$ cat config.mk
export PLATFORM = sky130hd
export DESIGN_NAME = pic_ctrl
export DESIGN_NICKNAME = d
export VERILOG_FILES = /design/src/rtl/pic_pkg.sv /design/src/rtl/pic_regs.sv /design/src/rtl/pic_pend.sv /design/src/rtl/pic_prio.sv /design/src/rtl/pic_ctrl.sv
export SDC_FILE = /design/constraint.sdc
export NUM_CORES = 1
export LEC_CHECK = 0
export BUFFER_PORTS_ARGS = -buffer_cell sky130_fd_sc_hd__buf_2
export CAP_MARGIN = 25
export CORE_UTILIZATION = 45
export DETAILED_ROUTE_END_ITERATION = 7
export HOLD_SLACK_MARGIN = 0.06
export PLACE_DENSITY = 0.77
export SLEW_MARGIN = 0
export SYNTH_ARGS = -nofsm -noshare
export SYNTH_HDL_FRONTEND = slang
export SYNTH_SLANG_ARGS = --single-unit
$ cat constraint.sdc
create_clock -name clk -period 3.3 [get_ports clk]
set_input_delay 0.165 -clock clk [delete_from_list [all_inputs] [get_ports clk]]
set_output_delay 0.165 -clock clk [all_outputs]
set_load 0.1 [all_outputs]
$ cat src/rtl/pic_pkg.sv
// Shared constants and types for the interrupt controller.
// Assumes an 8-bit register port and command codes fixed by software convention.
package pic_pkg;
    localparam int DW = 8;

    typedef enum logic [1:0] {
        CFG_READY = 2'd0,
        CFG_BASE  = 2'd1,
        CFG_CASC  = 2'd2,
        CFG_MODE  = 2'd3
    } cfg_state_e;

    localparam logic [1:0] ADDR_CMD  = 2'd0;
    localparam logic [1:0] ADDR_DATA = 2'd1;
    localparam logic [1:0] ADDR_TRIG = 2'd2;

    localparam logic [7:0] CMD_SEL_PEND = 8'h0A;
    localparam logic [7:0] CMD_SEL_ISR  = 8'h0B;
    localparam logic [4:0] CMD_EOI_TAG  = 5'b01100;
endpackage

$ cat src/rtl/pic_regs.sv
// Register port: initialization word sequencer, mask, base, cascade word,
// mode, readback select, trigger selector and end-of-interrupt decode.
// Assumes at most one write per cycle and N_IN <= 8.
module pic_regs
    import pic_pkg::*;
#(
    parameter int N_IN = 8
) (
    input  logic            clk,
    input  logic            rst_n,
    input  logic [1:0]      bus_addr,
    input  logic            bus_wr,
    input  logic [DW-1:0]   bus_wdata,
    output logic [N_IN-1:0] mask_q,
    output logic [DW-1:0]   base_q,
    output logic [DW-1:0]   casc_q,
    output logic            aeoi_q,
    output logic            rd_isr_q,
    output logic [N_IN-1:0] trig_q,
    output logic [N_IN-1:0] eoi_clr,
    output logic            init_start
);
    cfg_state_e state_q;
    logic       want_mode_q;
    logic       cmd_wr, data_wr;

    assign cmd_wr     = bus_wr && (bus_addr == ADDR_CMD);
    assign data_wr    = bus_wr && (bus_addr == ADDR_DATA);
    assign init_start = cmd_wr && bus_wdata[4];

    // Decode a numbered end-of-interrupt into a one-hot clear vector.
    always_comb begin
        eoi_clr = '0;
        if (cmd_wr && (bus_wdata[7:3] == CMD_EOI_TAG)) begin
            for (int i = 0; i < N_IN; i++)
                if (bus_wdata[2:0] == 3'(i)) eoi_clr[i] = 1'b1;
        end
    end

    // Initialization sequencer and configuration registers.
    always_ff @(posedge clk) begin
        if (!rst_n) begin
            state_q     <= CFG_READY;
            want_mode_q <= 1'b0;
            mask_q      <= '1;
            base_q      <= '0;
            casc_q      <= '0;
            aeoi_q      <= 1'b0;
            rd_isr_q    <= 1'b0;
        end else if (init_start) begin
            state_q     <= CFG_BASE;
            want_mode_q <= bus_wdata[0];
            aeoi_q      <= 1'b0;
            rd_isr_q    <= 1'b0;
        end else if (cmd_wr) begin
            if (bus_wdata == CMD_SEL_PEND)     rd_isr_q <= 1'b0;
            else if (bus_wdata == CMD_SEL_ISR) rd_isr_q <= 1'b1;
        end else if (data_wr) begin
            case (state_q)
                CFG_BASE: begin
                    base_q  <= bus_wdata;
                    state_q <= CFG_CASC;
                end
                CFG_CASC: begin
                    casc_q  <= bus_wdata;
                    state_q <= want_mode_q ? CFG_MODE : CFG_READY;
                end
                CFG_MODE: begin
                    aeoi_q  <= bus_wdata[1];
                    state_q <= CFG_READY;
                end
                default: mask_q <= bus_wdata[N_IN-1:0];
            endcase
        end
    end

    // Per-input edge/level selector.
    always_ff @(posedge clk) begin
        if (!rst_n)
            trig_q <= '0;
        else if (bus_wr && (bus_addr == ADDR_TRIG))
            trig_q <= bus_wdata[N_IN-1:0];
    end

    a_r3_mask_load: assert property (@(posedge clk) disable iff (!rst_n)
        (data_wr && state_q == CFG_READY) |=> (mask_q == $past(bus_wdata[N_IN-1:0])));
    a_r2_init_enters_base: assert property (@(posedge clk) disable iff (!rst_n)
        init_start |=> (state_q == CFG_BASE && !aeoi_q));
    a_r1_reset_mask: assert property (@(posedge clk)
        !rst_n |=> (mask_q == '1 && trig_q == '0));
endmodule

$ cat src/rtl/pic_pend.sv
// Pending-request register, one bit per input, edge or level sensed.
// Assumes req_in is already synchronous to clk.
module pic_pend #(
    parameter int N_IN = 8
) (
    input  logic            clk,
    input  logic            rst_n,
    input  logic [N_IN-1:0] req_in,
    input  logic [N_IN-1:0] lvl_sel,
    input  logic [N_IN-1:0] ack_clr,
    output logic [N_IN-1:0] pend_q
);
    logic [N_IN-1:0] req_d;

    for (genvar g = 0; g < N_IN; g++) begin : g_bit
        // Sample the line for edge detection and update the pending bit.
        always_ff @(posedge clk) begin
            if (!rst_n) begin
                req_d[g]  <= 1'b0;
                pend_q[g] <= 1'b0;
            end else begin
                req_d[g] <= req_in[g];
                if (lvl_sel[g])
                    pend_q[g] <= req_in[g];
                else
                    pend_q[g] <= (pend_q[g] & ~ack_clr[g]) | (req_in[g] & ~req_d[g]);
            end
        end

        a_r4_level_tracks: assert property (@(posedge clk) disable iff (!rst_n)
            (lvl_sel[g] && $past(rst_n)) |-> ##0 1'b1 ##1 (pend_q[g] == $past(req_in[g]) || !$past(lvl_sel[g])));
    end
endmodule

$ cat src/rtl/pic_prio.sv
// Fixed-priority resolver: lowest unmasked pending index wins if it is more
// urgent than every in-service input. Purely combinational.
module pic_prio #(
    parameter int N_IN  = 8,
    parameter int IDX_W = $clog2(N_IN)
) (
    input  logic [N_IN-1:0]  pend,
    input  logic [N_IN-1:0]  mask,
    input  logic [N_IN-1:0]  isr,
    output logic             present,
    output logic [IDX_W-1:0] win
);
    logic [N_IN-1:0] cand;
    logic            found;
    logic [IDX_W:0]  svc_lvl;

    // Scan for the winning request and the most urgent in-service level.
    always_comb begin
        cand    = pend & ~mask;
        win     = '0;
        found   = 1'b0;
        svc_lvl = (IDX_W+1)'(N_IN);
        for (int i = N_IN - 1; i >= 0; i--) begin
            if (cand[i]) begin
                win   = IDX_W'(i);
                found = 1'b1;
            end
            if (isr[i]) svc_lvl = (IDX_W+1)'(i);
        end
        present = found && ({1'b0, win} < svc_lvl);
    end
endmodule

$ cat src/rtl/pic_ctrl.sv
// Eight-input vectored interrupt controller top: in-service register,
// acknowledge handling, vector generation and register readback.
// Assumes ack is a single-cycle pulse and vec_out is sampled during it.
module pic_ctrl
    import pic_pkg::*;
#(
    parameter int N_IN  = 8,
    localparam int IDX_W = $clog2(N_IN)
) (
    input  logic          clk,
    input  logic          rst_n,
    input  logic [N_IN-1:0] req_in,
    input  logic [1:0]    bus_addr,
    input  logic          bus_wr,
    input  logic [DW-1:0] bus_wdata,
    output logic [DW-1:0] bus_rdata,
    input  logic          ack,
    output logic          irq_out,
    output logic [DW-1:0] vec_out,
    output logic [DW-1:0] cascade_cfg
);
    logic [N_IN-1:0]  mask_q, trig_q, eoi_clr, pend_q, isr_q;
    logic [N_IN-1:0]  win_hot, pend_clr, isr_set;
    logic [DW-1:0]    base_q;
    logic             aeoi_q, rd_isr_q, init_start, present;
    logic [IDX_W-1:0] win;

    pic_regs #(.N_IN(N_IN)) u_regs (
        .clk(clk), .rst_n(rst_n), .bus_addr(bus_addr), .bus_wr(bus_wr),
        .bus_wdata(bus_wdata), .mask_q(mask_q), .base_q(base_q),
        .casc_q(cascade_cfg), .aeoi_q(aeoi_q), .rd_isr_q(rd_isr_q),
        .trig_q(trig_q), .eoi_clr(eoi_clr), .init_start(init_start)
    );

    pic_pend #(.N_IN(N_IN)) u_pend (
        .clk(clk), .rst_n(rst_n), .req_in(req_in), .lvl_sel(trig_q),
        .ack_clr(pend_clr), .pend_q(pend_q)
    );

    pic_prio #(.N_IN(N_IN)) u_prio (
        .pend(pend_q), .mask(mask_q), .isr(isr_q), .present(present), .win(win)
    );

    // One-hot of the winner and the acknowledge side effects.
    always_comb begin
        win_hot = '0;
        win_hot[win] = 1'b1;
        pend_clr = (ack && present) ? win_hot : '0;
        isr_set  = (ack && present && !aeoi_q) ? win_hot : '0;
    end

    // In-service register: set on normal acknowledge, cleared by EOI or init.
    always_ff @(posedge clk) begin
        if (!rst_n)         isr_q <= '0;
        else if (init_start) isr_q <= '0;
        else                 isr_q <= (isr_q & ~eoi_clr) | isr_set;
    end

    assign irq_out = present;
    assign vec_out = present ? (base_q + DW'(win)) : (base_q + DW'(N_IN - 1));

    // Readback multiplexer.
    always_comb begin
        case (bus_addr)
            ADDR_CMD:  bus_rdata = DW'(rd_isr_q ? isr_q : pend_q);
            ADDR_DATA: bus_rdata = DW'(mask_q);
            ADDR_TRIG: bus_rdata = DW'(trig_q);
            default:   bus_rdata = '0;
        endcase
    end

    a_r1_reset_clear: assert property (@(posedge clk)
        !rst_n |=> (isr_q == '0 && pend_q == '0));
    a_r5_irq_needs_req: assert property (@(posedge clk) disable iff (!rst_n)
        irq_out |-> ((pend_q & ~mask_q) != '0));
    a_r6_isr_set: assert property (@(posedge clk) disable iff (!rst_n)
        (ack && irq_out && !aeoi_q && !init_start) |=> isr_q[$past(win)]);
    a_r7_aeoi_keeps_isr: assert property (@(posedge clk) disable iff (!rst_n)
        (ack && aeoi_q && eoi_clr == '0 && !init_start) |=> (isr_q == $past(isr_q)));
    a_r8_eoi_clears: assert property (@(posedge clk) disable iff (!rst_n)
        (eoi_clr != '0 && !ack) |=> ((isr_q & $past(eoi_clr)) == '0));
    a_r10_spurious_keeps_isr: assert property (@(posedge clk) disable iff (!rst_n)
        (ack && !irq_out && eoi_clr == '0 && !init_start) |=> (isr_q == $past(isr_q)));
endmodule

==> summary.txt <==
Drt
  • Total Routed Length: 9221 um
  • Final routed DRC violation total: 0
  • Length of routed met3 wiring: 532 um
  • Routed met1 length: 4061 um
  • Count of antenna-violating nets left after detailed routing: 0
  • Uppermost signal routing layer after detailed routing: met4
  • Detailed router's first-iteration violation count: 226
  • Via-to-Cell Ratio: 5.558
  • Routed wirelength normalized by instance count: 16.18 um
  • Detailed-routing iteration count for the pre-antenna-repair pass: 5
  • Detail Route met2 WL: 4415 um
  • Count of vias placed by the detailed router: 3168

Logic synthesis
  • Library cells used by synthesis: 49
  • Sequential cell area fraction in the yosys report: 37.65%
  • List of most frequent post-synthesis cells: dfxtp_1, mux2i_1, nand2_1
  • Synthesized area per cell: 8.490 um^2
  • Cells taking the most area after synthesis: dfxtp_1, mux2i_1, nor2b_1
  • Share of the synthesized area in the top cell type: 37.65%
  • Number of storage elements in the synthesis netlist: 61
  • Number of flops mapped to enable cells by yosys: 0
  • Largest family of logic cells by synthesized area: simple AND/OR/NAND/NOR gates
  • Share of the synthesized area in compound gates (AO/OA/AOI/OAI): 16.28%
  • Post-synthesis share of cell area spent on xor and xnor gates: 1.620%
  • Top-count cell post-synth: dfxtp_1
  • Nets in the synthesized netlist: 410
  • Async set or reset register ratio after synthesis: 0%
  • Simple-gate area share of the yosys netlist: 26.35%
  • Total of warnings raised by yosys: 0
  • Adder-cell area share of the yosys netlist: 2.546%
  • Leading area contributor after synthesis: dfxtp_1
  • Total standard cell area after synthesis: 3243 um^2
  • Post-synthesis cell count: 382
  • Multiplexer share of the synthesized area: 11.73%
  • Most instantiated flip-flop cell in the synthesis netlist: dfxtp_1

Clock tree
  • Maximum buffer depth of the clock tree: 2
  • TritonCTS clock tree: done
  • Clk slew on worst S/H paths: 0.06 ns
  • Level count of the clock H-tree: 3
  • Total clock sinks: 61
  • Inserted Clock Buffers: 9
  • Cell at the root of the clock tree: clkbuf_8
  • Clock network latency to the later pin of the worst-skew pair: 0.34 ns

STA
  • Max Slew Vio Count: 0
  • Measured slew at the worst slew-check pin: 0.7752 ns
  • Headroom to the max-slew limit: 48.22%
  • Total negative slack for setup checks: -1.322 ns
  • Final cycle utilization of the critical path: 110.7%
  • RSZ-0062 raised after global routing: yes
  • Number of setup violations in the final report: 5
  • Count of final hold-check violations: 0
  • Worst-case clock skew: 0.007415 ns
  • Clock period minus final worst setup slack: 3.652 ns
  • Hold Worst Slack: 0.07951 ns
  • Worst Slack Setup Final: -0.3518 ns
  • Upper clock frequency limit: 273.8 MHz

Floorplan
  • Number of standard-cell rows in the floorplan: 30
  • Die Y: 86.90 um
  • Ports: 47
  • Die Outline Area: 7551 um^2
  • Initial cell density of the core: 47.21%
  • Die span in x: 86.90 um
  • Core box area: 6869 um^2

Critical path
  • Signal arrival time at the worst endpoint: 3.49 ns
  • Largest fanout of any net on the critical path: 3
  • Most repeated library cell on the critical path: a21o_1
  • Critical path capture point type: primary output
  • Delay-heaviest family, CP: simple AND/OR/NAND/NOR gates
  • Cell-by-cell trace of the critical path: or4_4 > nand2b_4 > ha_4 > a21o_1 > o21ai_2 > nand2_1 > or3_1 > ha_1 > a21o_1 > a21oi_2 > nor2b_2 > nand4_1 > xnor2_4 > buf_12
  • CP max stage cell: or4_4
  • Crit path buffers/inverters: 1
  • CP required: 3.13 ns
  • Slowest cell delay on critical path: 0.54 ns
  • Worst Path Class, Setup: reg -> out
  • Startpoint type of the worst setup path: flip-flop

Layout
  • Share of final-layout standard cells stronger than drive strength 1: 30.38%
  • Count of fill cells added during filler insertion: 566
  • Area added between synthesis and finish: 38.39%
  • NumNets Final: 497
  • ANT cells: 0
  • Area used by sequential logic in the layout: 1226 um^2
  • Area taken by multi-input logic gates: 2156 um^2
  • Fin area: 4488 um^2

Power
  • Cell Pwr Density: 421.7 nW/um^2
  • Leakage power figure: 0.001802 uW
  • Total power: 1892 uW
  • Max VDD drop: 0.2423 mV

Run status
  • Status: finished, violations left
  • Violations in the final reports: setup timing

Flow run
  • Number of violations of the max-capacitance limit: 0

Placed design
  • Sum of net half-perimeters after detailed placement: 6716 um
  • Quantity of I/O buffers inserted on ports: 46
  • RD Place Congestion: 0.9872
  • Placed inst area: 4064 um^2
  • Worst slack after detailed placement: -0.07361 ns

GRT
  • Global-route wire length before repair: 15100 um
  • Global route total overflow: 0
  • Total global-route track usage: 26.31%
  • Via count of the first global-routing pass: 3022
  • Maximum number of pins on one net before global-route repair: 29
  • Number of antenna violations at the first check in global routing: 0

Hold path
  • Type of the tightest min-delay check: in -> reg
## layout by cell type (no fill, tap or decap), drive strengths merged, types with 3 or more instances in the layout
| master | instances |
|---|---|
| inv | 16 |
| o211ai | 4 |
| nand2 | 38 |
| nand3 | 5 |
| dfxtp | 61 |
| xnor2 | 5 |
| a21boi | 5 |
| nor3 | 6 |
| clkbuf | 12 |
| o311ai | 6 |
| o31ai | 10 |
| or2 | 3 |
| buf | 87 |
| and2 | 10 |
| nand3b | 3 |
| nor2 | 31 |
| nand2b | 12 |
| o21ai | 19 |
| mux2i | 38 |
| a31oi | 7 |
| nand4 | 5 |
| nor2b | 33 |
| dlygate4sd3 | 5 |
| ha | 5 |
| a21oi | 21 |
## metal layers
layer,GRT usage (%),up-vias
met5,0,-
met4,11.21,0
met3,6.256,23
met2,41.80,110
met1,34.21,1520
li1,-,1515
## final timing paths
check | slack (ns) | start | end | cells past startpoint
worst max register to register | 0.62 | isr_q[6]$_SDFF_PP0_ | isr_q[1]$_SDFF_PP0_ | 10
worst min register to register | 0.48 | u_pend.pend_q[3]$_SDFF_PN0_ | u_pend.pend_q[3]$_SDFF_PN0_ | 2
worst min-delay path | 0.08 | ack | u_pend.pend_q[0]$_SDFF_PN0_ | 2
worst max-delay path | -0.35 | isr_q[2]$_SDFF_PP0_ | vec_out[7] | 14
## cell families after synthesis
logic type      after synthesis
simple gates                158
mux                          38
flops                        61
xor+xnor                      6
buf+inv                      32
fa+ha+maj                     6
compound gates               81
## repair_timing
item	4_1_cts	5_1_grt
gates resized for setup	9	14
buffers inserted	3	4
setup endpoints to repair	7	7
hold buffers	5	0
hold endpoints to repair	5	0
pin swaps	10	9
## area by class of cell
| class | count | share of cell area [%] |
|---|---|---|
| clock buffers | 12 | 3.457 |
| clock inverters | 4 | 1.561 |
| inverters | 16 | 1.338 |
| multi-input cells | 289 | 48.03 |
| flip-flops and latches | 61 | 27.32 |
| well taps | 96 | 2.676 |
| repair buffers | 92 | 15.61 |
## report_power, final
group          switching, uW  total, uW  internal, uW
clock                    279        743           464
sequential              17.6        779           761
combinational            244        371           127
total                    540       1890          1350
## registers in the layout, indices dropped and copies added (netlist names)
signal              flops
isr_q                   8
u_pend.pend_q           8
u_pend.req_d            8
u_regs.aeoi_q           1
u_regs.base_q           8
u_regs.casc_q           8
u_regs.mask_q           8
u_regs.rd_isr_q         1
u_regs.state_q          2
u_regs.trig_q           8
u_regs.want_mode_q      1
## per-stage QoR
step	util, %	instances
floorplan	-	382
global placement	59.16	543
detailed placement	59.16	543
CTS	63.86	566
global route	65.34	570
finish	65.34	570
Power figures use the tool's default switching activity.
